<file path="config.mk">
export PLATFORM = sky130hd
export DESIGN_NAME = mem_crypt_policy
export DESIGN_NICKNAME = d
export VERILOG_FILES = /design/src/rtl/mcp_pkg.sv /design/src/rtl/mcp_addr_strip.sv /design/src/rtl/mcp_decide.sv /design/src/rtl/mcp_out_reg.sv /design/src/rtl/mem_crypt_policy.sv
export SDC_FILE = /design/constraint.sdc
export NUM_CORES = 1
export LEC_CHECK = 0
export BUFFER_PORTS_ARGS = -buffer_cell sky130_fd_sc_hd__buf_2
export CORE_MARGIN = 2
export CORE_UTILIZATION = 49
export DETAILED_ROUTE_END_ITERATION = 10
export PLACE_DENSITY = 0.81
export SLEW_MARGIN = 40
export SYNTH_ARGS = -nofsm -noshare
export SYNTH_HDL_FRONTEND = slang
export SYNTH_HIERARCHICAL = 1
export SYNTH_SLANG_ARGS = --single-unit
export TNS_END_PERCENT = 1
</file>
<file path="constraint.sdc">
create_clock -name clk -period 1.8 [get_ports clk]
set_clock_uncertainty 0.05 [all_clocks]
set_input_delay 0.36 -clock clk [delete_from_list [all_inputs] [get_ports clk]]
set_output_delay 0.36 -clock clk [all_outputs]
set_load 0.005 [all_outputs]
</file>
<file path="src/rtl/mcp_pkg.sv">
// Package: shared encodings for the memory encryption policy selector.
// Assumes the access kind is carried on two bits by the requester.
package mcp_pkg;

    // Access type carried with each request
    typedef enum logic [1:0] {
        KIND_DATA  = 2'd0,
        KIND_FETCH = 2'd1,
        KIND_GTAB  = 2'd2,
        KIND_NTAB  = 2'd3
    } acc_kind_e;

    // Internal routing class chosen before the key is resolved
    typedef enum logic [2:0] {
        ROUTE_PLAIN      = 3'd0,
        ROUTE_IO         = 3'd1,
        ROUTE_FORCE_HOST = 3'd2,
        ROUTE_HOST_MARK  = 3'd3,
        ROUTE_GUEST      = 3'd4
    } route_e;

    // Key index reserved for the host
    localparam int unsigned HOST_KEY = 0;

endpackage

</file>
<file path="src/rtl/mcp_addr_strip.sv">
// Module: mcp_addr_strip
// Clears one configurable bit of the physical address, the position of the
// encryption marker. Assumes POS_W can encode every bit index of ADDR_W;
// positions past the top bit leave the address unchanged.
module mcp_addr_strip #(
    parameter int unsigned ADDR_W = 48,
    parameter int unsigned POS_W  = 6
) (
    input  logic [ADDR_W-1:0] addr_in,
    input  logic [POS_W-1:0]  mark_pos,
    input  logic              strip_en,
    output logic [ADDR_W-1:0] addr_out
);

    // Per-bit mask: one comparator per address bit
    generate
        for (genvar i = 0; i < ADDR_W; i++) begin : g_bit
            logic hit;
            assign hit         = strip_en && (mark_pos == POS_W'(i));
            assign addr_out[i] = addr_in[i] & ~hit;
        end
    endgenerate

endmodule

</file>
<file path="src/rtl/mcp_decide.sv">
// Module: mcp_decide
// Combinational policy: classifies the access into a route and resolves the
// encrypt flag, key slot and error flag. I/O has top priority, then
// transparent mode, then the global enable, then guest context.
module mcp_decide
    import mcp_pkg::*;
#(
    parameter int unsigned ASID_W = 6
) (
    input  logic [1:0]        kind,
    input  logic              guest,
    input  logic              gmark,
    input  logic              hmark,
    input  logic [ASID_W-1:0] asid,
    input  logic              is_io,
    input  logic              en,
    input  logic              transparent,
    input  logic              virt_enc,
    output logic              encrypt,
    output logic [ASID_W-1:0] key,
    output logic              error
);

    localparam logic [ASID_W-1:0] HOST_IDX = ASID_W'(HOST_KEY);

    acc_kind_e kind_e;
    route_e    route;

    assign kind_e = acc_kind_e'(kind);

    // Pick the routing class from context and access type
    always_comb begin
        if (is_io) begin
            route = ROUTE_IO;
        end else if (transparent) begin
            route = ROUTE_FORCE_HOST;
        end else if (!en) begin
            route = ROUTE_PLAIN;
        end else if (!guest || !virt_enc) begin
            route = ROUTE_HOST_MARK;
        end else begin
            unique case (kind_e)
                KIND_FETCH, KIND_GTAB: route = ROUTE_GUEST;
                KIND_NTAB:             route = ROUTE_HOST_MARK;
                default:               route = gmark ? ROUTE_GUEST : ROUTE_HOST_MARK;
            endcase
        end
    end

    // Resolve the route into encrypt, key and error
    always_comb begin
        encrypt = 1'b0;
        key     = HOST_IDX;
        error   = 1'b0;
        unique case (route)
            ROUTE_IO:         error   = (en || transparent) && (gmark || hmark);
            ROUTE_FORCE_HOST: encrypt = 1'b1;
            ROUTE_HOST_MARK:  encrypt = hmark;
            ROUTE_GUEST: begin
                if (asid == HOST_IDX) begin
                    error = 1'b1;
                end else begin
                    encrypt = 1'b1;
                    key     = asid;
                end
            end
            default: ;
        endcase
    end

endmodule

</file>
<file path="src/rtl/mcp_out_reg.sv">
// Module: mcp_out_reg
// One-entry valid/ready register stage. Accepts a new payload whenever it is
// empty or its content is being taken; holds otherwise. Assumes the upstream
// keeps its payload stable only in the cycle it is accepted.
module mcp_out_reg #(
    parameter int unsigned PAY_W = 8
) (
    input  logic             clk,
    input  logic             rst_n,
    input  logic             in_valid,
    output logic             in_ready,
    input  logic [PAY_W-1:0] in_data,
    output logic             out_valid,
    input  logic             out_ready,
    output logic [PAY_W-1:0] out_data
);

    // Room exists when empty or when the held entry leaves this cycle
    assign in_ready = !out_valid || out_ready;

    // Valid flag: load on room, hold on stall
    always_ff @(posedge clk) begin
        if (!rst_n) begin
            out_valid <= 1'b0;
        end else if (in_ready) begin
            out_valid <= in_valid;
        end
    end

    // Payload: capture only an accepted request
    always_ff @(posedge clk) begin
        if (!rst_n) begin
            out_data <= '0;
        end else if (in_valid && in_ready) begin
            out_data <= in_data;
        end
    end

endmodule

</file>
<file path="src/rtl/mem_crypt_policy.sv">
// Module: mem_crypt_policy (top)
// Per-access encryption decision ahead of a memory cipher: strips the marker
// bit from the address, chooses encrypt / key slot / error and registers the
// result behind a valid/ready stage with one cycle of latency.
// Assumes configuration inputs are stable while requests are in flight.
module mem_crypt_policy #(
    parameter int unsigned ADDR_W = 48,
    parameter int unsigned ASID_W = 6,
    parameter int unsigned POS_W  = 6
) (
    input  logic              clk,
    input  logic              rst_n,
    input  logic              req_valid,
    output logic              req_ready,
    input  logic [ADDR_W-1:0] req_addr,
    input  logic [1:0]        req_kind,
    input  logic              req_guest,
    input  logic              req_gmark,
    input  logic              req_hmark,
    input  logic [ASID_W-1:0] req_asid,
    input  logic              req_io,
    input  logic              cfg_enable,
    input  logic              cfg_transparent,
    input  logic              cfg_virt_enc,
    input  logic [POS_W-1:0]  cfg_mark_pos,
    output logic              rsp_valid,
    input  logic              rsp_ready,
    output logic [ADDR_W-1:0] rsp_addr,
    output logic              rsp_encrypt,
    output logic [ASID_W-1:0] rsp_key,
    output logic              rsp_error
);

    localparam int unsigned PAY_W = ADDR_W + ASID_W + 2;

    logic [ADDR_W-1:0] clean_addr;
    logic              dec_encrypt;
    logic [ASID_W-1:0] dec_key;
    logic              dec_error;
    logic [PAY_W-1:0]  pay_in;
    logic [PAY_W-1:0]  pay_out;
    logic              strip_en;

    // Marker is meaningful only when some encryption mode is active
    assign strip_en = cfg_enable || cfg_transparent;

    mcp_addr_strip #(
        .ADDR_W (ADDR_W),
        .POS_W  (POS_W)
    ) u_strip (
        .addr_in  (req_addr),
        .mark_pos (cfg_mark_pos),
        .strip_en (strip_en),
        .addr_out (clean_addr)
    );

    mcp_decide #(
        .ASID_W (ASID_W)
    ) u_decide (
        .kind        (req_kind),
        .guest       (req_guest),
        .gmark       (req_gmark),
        .hmark       (req_hmark),
        .asid        (req_asid),
        .is_io       (req_io),
        .en          (cfg_enable),
        .transparent (cfg_transparent),
        .virt_enc    (cfg_virt_enc),
        .encrypt     (dec_encrypt),
        .key         (dec_key),
        .error       (dec_error)
    );

    // Pack the decision for the output stage
    assign pay_in = {clean_addr, dec_encrypt, dec_key, dec_error};

    mcp_out_reg #(
        .PAY_W (PAY_W)
    ) u_out (
        .clk       (clk),
        .rst_n     (rst_n),
        .in_valid  (req_valid),
        .in_ready  (req_ready),
        .in_data   (pay_in),
        .out_valid (rsp_valid),
        .out_ready (rsp_ready),
        .out_data  (pay_out)
    );

    // Unpack the registered decision
    assign {rsp_addr, rsp_encrypt, rsp_key, rsp_error} = pay_out;

endmodule

</file>
# After elaboration in Yosys (flattened, before gate mapping)
# Index checks and enable logic that the tools add are counted.
totals:
  ff_bits: 57
  out_inout_bits: 58
  inputBits: 73
  elab_cells: 224
op_classes:
  n_mux: 12
  eq_ne: 54
  bitwise: 96
  n_reduce_logical: 60
op_table:
  columns: ["operator", "n"]
  rows:
  - ["6-bit by 5-bit equality test with 1-bit output (second input constant)", 16]
  - ["6-bit equality test (second input constant)", 16]
  - ["1-bit logical AND", 50]
  - ["1-bit bitwise AND", 48]
  - ["6-bit by 4-bit equality test with 1-bit output (second input constant)", 8]
  - ["1-bit NOT", 48]
  - ["6-bit by 3-bit equality test with 1-bit output (second input constant)", 4]
  - ["3-bit 2-to-1 mux", 5]
  - ["6-bit by 2-bit equality test with 1-bit output (second input constant)", 2]
  - ["6-bit logical NOT", 2]
  - ["6-bit 2-to-1 mux", 2]
  - ["3-bit by 2-bit equality test with 1-bit output (second input constant)", 2]
  - ["6-bit by 1-bit equality test with 1-bit output (second input constant)", 1]
  - ["3-bit one-hot mux with 2 select lines", 1]
  - ["2-bit equality test (second input constant)", 2]
  - ["1-bit logical OR", 4]
  - ["3-bit by 1-bit equality test with 1-bit output (second input constant)", 1]
  - ["3-bit equality test (second input constant)", 1]
  - ["1-bit logical NOT", 3]
  - ["1-bit one-hot mux with 3 select lines", 1]
  - ["2-bit by 1-bit equality test with 1-bit output (second input constant)", 1]
  - ["1-bit 2-to-1 mux", 2]
  - ["1-bit one-hot mux with 2 select lines", 1]
  - ["2-bit OR reduction", 1]

# Longest topological paths before layout
depth:
  depth_word: 9
  ltp_mapped: 8
  ltp_nobuf: 8

# By module
# Netlist, hierarchy kept.
by_module_without_submodules:
  columns: ["module", "seq_area_each_um2", "area_per_inst_um2", "instances", "cells_each"]
  rows:
  - ["mcp_out_reg", 1141.1, 2279.7, 1, 248]
  - ["mcp_addr_strip", 0.0, 714.4, 1, 77]
  - ["mcp_decide", 0.0, 202.7, 1, 26]
  - ["mem_crypt_policy", 0.0, 6.3, 1, 1]

# Worst setup path before layout
# Ideal clock, no wire load.
synth_timing:
  path_type: "input to register"
  startpoint: "in req_kind[0]"
  endpoint: "reg u_out.out_data[0]"
  path_buffers: 0
  setup_ns: 0.120
  t_arrival_ns: 1.419
  setup_slack_ns: 0.211
  stages: 8
  required_time_ns: 1.630
  path_cell_list: "inv_1 -> ha_1 -> and2_2 -> o211ai_2 -> nor3_4 -> a31o_1 -> nand2_1 -> mux2i_1"
synth_between:
  elab_chain_cells: 9
  elab_cells_between_ends: 12
  classes_between: "5 x eq/ne; 6 x mux; 1 x reduce/logical"
synth_lines:
  columns: ["element", "line_no", "text"]
  rows:
  - ["start: declaration", "mem_crypt_policy.sv:16", "input logic [1:0] req_kind,"]
  - ["2-bit by 1-bit equality test with 1-bit output or 2-bit equality test (tied branches)", "mcp_decide.sv:42", "unique case (kind_e)"]
  - ["2-bit OR reduction", "mcp_decide.sv:42", null]
  - ["3-bit one-hot mux with 2 select lines *", "mcp_decide.sv:42", null]
  - ["3-bit 2-to-1 mux *", "mcp_decide.sv:39", "end else if (!guest || !virt_enc) begin"]
  - ["3-bit 2-to-1 mux *", "mcp_decide.sv:37", "end else if (!en) begin"]
  - ["3-bit 2-to-1 mux *", "mcp_decide.sv:35", "end else if (transparent) begin"]
  - ["3-bit 2-to-1 mux *", "mcp_decide.sv:33", "if (is_io) begin"]
  - ["3-bit equality test or 3-bit by 1-bit equality test with 1-bit output (tied branches)", "mcp_decide.sv:55", "unique case (route)"]
  - ["1-bit one-hot mux with 2 select lines *", "mcp_decide.sv:55", null]
  - ["named net dec_error", "mem_crypt_policy.sv:39", "logic dec_error;"]
  - ["end signal: assignment", "mcp_out_reg.sv:35", "out_data <= in_data;"]
  - ["end: declaration", "mcp_out_reg.sv:15", "output logic [PAY_W-1:0] out_data"]
# The timed path passes the listed nets; every way through them passes the cells marked *.
# A chain may end at the register's enable or synchronous reset.

# Worst setup path in the final report
layout_timing:
  startpoint: "in req_kind[0]"
  endpoint: "reg u_out.out_data[2]"
layout_between:
  elab_chain_cells: 9
  elab_cells_between_ends: 11
  classes_between: "4 x eq/ne; 6 x mux; 1 x reduce/logical"
layout_lines:
  columns: ["element", "line_no", "text"]
  rows:
  - ["2-bit by 1-bit equality test with 1-bit output or 2-bit equality test (tied branches)", "mcp_decide.sv:42", null]
  - ["2-bit OR reduction", "mcp_decide.sv:42", null]
  - ["3-bit one-hot mux with 2 select lines *", "mcp_decide.sv:42", null]
  - ["3-bit 2-to-1 mux *", "mcp_decide.sv:39", null]
  - ["3-bit 2-to-1 mux *", "mcp_decide.sv:37", null]
  - ["3-bit 2-to-1 mux *", "mcp_decide.sv:35", null]
  - ["3-bit 2-to-1 mux *", "mcp_decide.sv:33", null]
  - ["3-bit equality test *", "mcp_decide.sv:55", null]
  - ["6-bit 2-to-1 mux *", "mcp_decide.sv:55", null]
  - ["named net dec_key[1]", "mem_crypt_policy.sv:38", "logic [ASID_W-1:0] dec_key;"]
# Marks and branches as above.

==> results.md <==
- Delay of the slowest critical-path stage: 0.27 ns
- DR iter-0 viols: 132
- Vias post-DR: 2912
- Worst reg2reg setup slack: 0.48 ns
- Post-Route WL: 8.374 mm
- Syn Inst Count: 352
- Setup ws final: 0.3294 ns
- Footprint of the multi-input gates: 1864 µm²
- WS Path Type: input pin to register
- Leakage dissipation: 2.004 nW
- DRC viols: 0
- Hold Violations, Final: 0
- Delay-heaviest family, CP: simple AND/OR/NAND/NOR gates
- DR pass1 iterations: 4
- Sequential Power Share: 0.421
- Grt total ovfl: 0
- Register area share after synthesis: 0.3562
- Synth Warn #: 6
- Sink Count: 57
- Post-DRT Antenna Nets: 0
- Fillers: 541
- Vias in the first global route: 2735
- Mapped Nets: 427
- Total power: 3.262 mW
- Number of port buffers: 130
- RSZ-0062 raised after global routing: false
- Syn-to-layout area delta: 28.32%
- Final worst path period share: 0.8170
- Total CTS buffers: 9
- Register area: 1141 µm²
- Clk root buf: clkbuf_8
- Yosys cell types: 41
- Max H-tree Level: 3
- Slowest CP cell: nor3_4
- CORE AREA: 6350 µm²
- CTS tree: built
- Buffers & Inverters on Critical Path: 2
- Die X: 84.85 µm
- Min-Delay Endpoint: u_out/out_valid
- Layout Nets: 551
- Row Count: 29
- Peak VDD IR: 0.0004604 V
- Initial antenna violation count: 0
- Min-Delay Path Depth: 3
- Post-CTS setup buffer count: 0
- DIE AREA: 7200 µm²
- Global-route wire length before repair: 13.41 mm
- Pre-CTS setup slack: -0.02692 ns
- Slew headroom: 0.5565
- Crit path launch type: input pin
- Sw Share: 0.2526
- Clk pwr share: 0.411
- Total track usage: 0.2343
- Levels on crit path: 9
- Nature of the critical path endpoint: register
- Worst R2R Start: u_out/out_valid
- Type of the worst min-delay path: input pin to register
- PD cells: 793.7 nW/µm²
- Placed cell area: 3884 µm²
- Final setup violating endpoints: 0
- Worst endpoint required time: 2.01 ns
- Layout cells sized above 1: 0.3721
- Worst Reg2Reg Path Length in Cells: 4
- Slew of the pin with the lowest slew margin: 0.6623 ns
- PostCTS Resize Cnt: 0
- DR WL/cell: 15.01 µm
- #FFs+latches synth: 57
- Pint: 2.438 mW
- CTS Hold Bufs: 0
- I/O pin count: 131
- Status: finished clean
- Placed insts: 542
- Worst Path Arrival: 1.68 ns
- Inserted Diodes: 0
- Number of flops mapped to enable cells by yosys: 0
- Max-Cap Viols: 0
- Logic pwr share: 0.167
- Die H: 84.85 µm
- Final non-filler cell area: 4110 µm²
- Worst-path fanout max: 7
- Vias per cell: 5.219
- CTS clk-pin slew, worst paths: 0.07 ns
- Clock Latency Late Sink: 0.33 ns
- HP Start: req_valid
- Setup TNS: 0 ns
- Fin cells: 558
- Reg2reg end: u_out/out_data[17]
- Sw Pwr: 0.8240 mW
- Ys flop type: dfxtp_1
- Final Max Tran Viols: 0
- Clock Tree Buf Depth: 2
- Avg Inst Size Synth: 9.100 µm²
- Clock period minus worst slack: 1.471 ns
- Gp weighted congestion: 0.7811
- Fmax: 680.0 MHz
- Initial Util: 0.5044
- Post-DP HPWL: 6.194 mm
- Pin count of the biggest net entering global routing: 39
- Synthesized area: 3203 µm²
- CP Cell Sequence: buf_2 > inv_1 > ha_1 > nor2b_1 > o211ai_2 > nor3_4 > and2_1 > nand2_1 > mux2i_1
- Synth async-reset ratio: 0
-- per-layer routing --
layer,vias up,wire [µm],track usage
met1,1340,3716,0.2981
met5,-,0,0
li1,1453,-,-
met3,8,583,0.06712
met4,0,102,0.07504
met2,111,3971,0.3851
-- worst min-delay path: stages --
cell and delay (ns):
buf_2 0.10, inv_1 0.04, a21boi_1 0.04
-- synth_stat cells, types with 2 or more instances --
master    instances  area (µm²)
nor2_1            2       7.510
nand3b_1          2       15.01
and3b_2           3       30.03
buf_2             4       20.02
buf_6             7       78.83
a21boi_0         33       247.7
and4bb_2          6       75.07
nand4b_1          4       35.03
o21a_1           15       112.6
clkbuf_2          2       10.01
dfxtp_1          57        1141
ha_1              2       25.02
clkbuf_8          3       41.29
nand2_1         112       420.4
and2_1            6       37.54
mux2i_1          56       560.5
nor4b_4           4       95.09
inv_1             3       11.26
clkbuf_1          9       33.78
-- cell usage in the layout (no fill, tap or decap), types with 2 or more instances in the layout --
master and count:
nor2_1 2, nand4b_1 4, buf_12 4, and3b_2 3
o21a_1 15, nand2_1 112, ha_1 2, mux2i_1 56
and4bb_2 6, nand3b_1 2, clkbuf_8 14, buf_4 6
buf_2 129, a21boi_0 33, inv_1 3, and2_1 6
nor4b_4 4, dfxtp_1 57
-- sequential cells by signal, summed over array words and instances (netlist names) --
name and cells:
u_out/out_data 56, u_out/out_valid 1
-- how the worst max path moves through the flow --
stage	startpoint	end	slack, ns
finish	req_kind[0]	u_out/out_data[2]	0.33
global route	req_kind[0]	u_out/out_data[2]	0.18
CTS	req_kind[0]	u_out/out_data[2]	0.31
detailed placement	req_kind[0]	u_out/out_data[2]	-0.03
global placement	cfg_transparent	u_out/out_data[10]	-0.28
floorplan	req_kind[0]	u_out/out_data[0]	0.21
-- layout make-up --
| cell class | instances | area share |
|---|---|---|
| well taps | 77 | 0.02344 |
| clock inverters | 1 | 0.007306 |
| repair buffers | 139 | 0.1875 |
| inverters | 3 | 0.002740 |
| flip-flops and latches | 57 | 0.2776 |
| clock buffers | 15 | 0.04779 |
| multi-input cells | 266 | 0.4536 |
-- power by group through the flow --
stage	sequential (mW)	clock, mW	combinational (mW)
floorplan	1.41	0	0.321
global placement	1.40	0	0.531
detailed placement	1.40	0	0.545
CTS	1.37	1.36	0.548
global route	1.38	1.43	0.598
finish	1.37	1.34	0.545
-- metrics by stage --
stage / hold slack, ns / utilization
final: 0.2208 / 0.6473
after global routing: 0.2417 / 0.6473
after CTS: 0.2129 / 0.6473
after detailed placement: 0.3934 / 0.6116
after global placement: 0.3898 / 0.6108
after floorplan: 0.4011 / -
-- cells by family after synthesis --
kind of cell	after synthesis	synth area share
and+or+nand+nor	152	0.2617
DFF	57	0.3562
AOI/OAI and AO/OA	56	0.1359
muxes	56	0.1750
buffers and inverters	29	0.06328
adders and majority gates	2	0.007811
No activity file was read; power rests on OpenSTA's default activity.
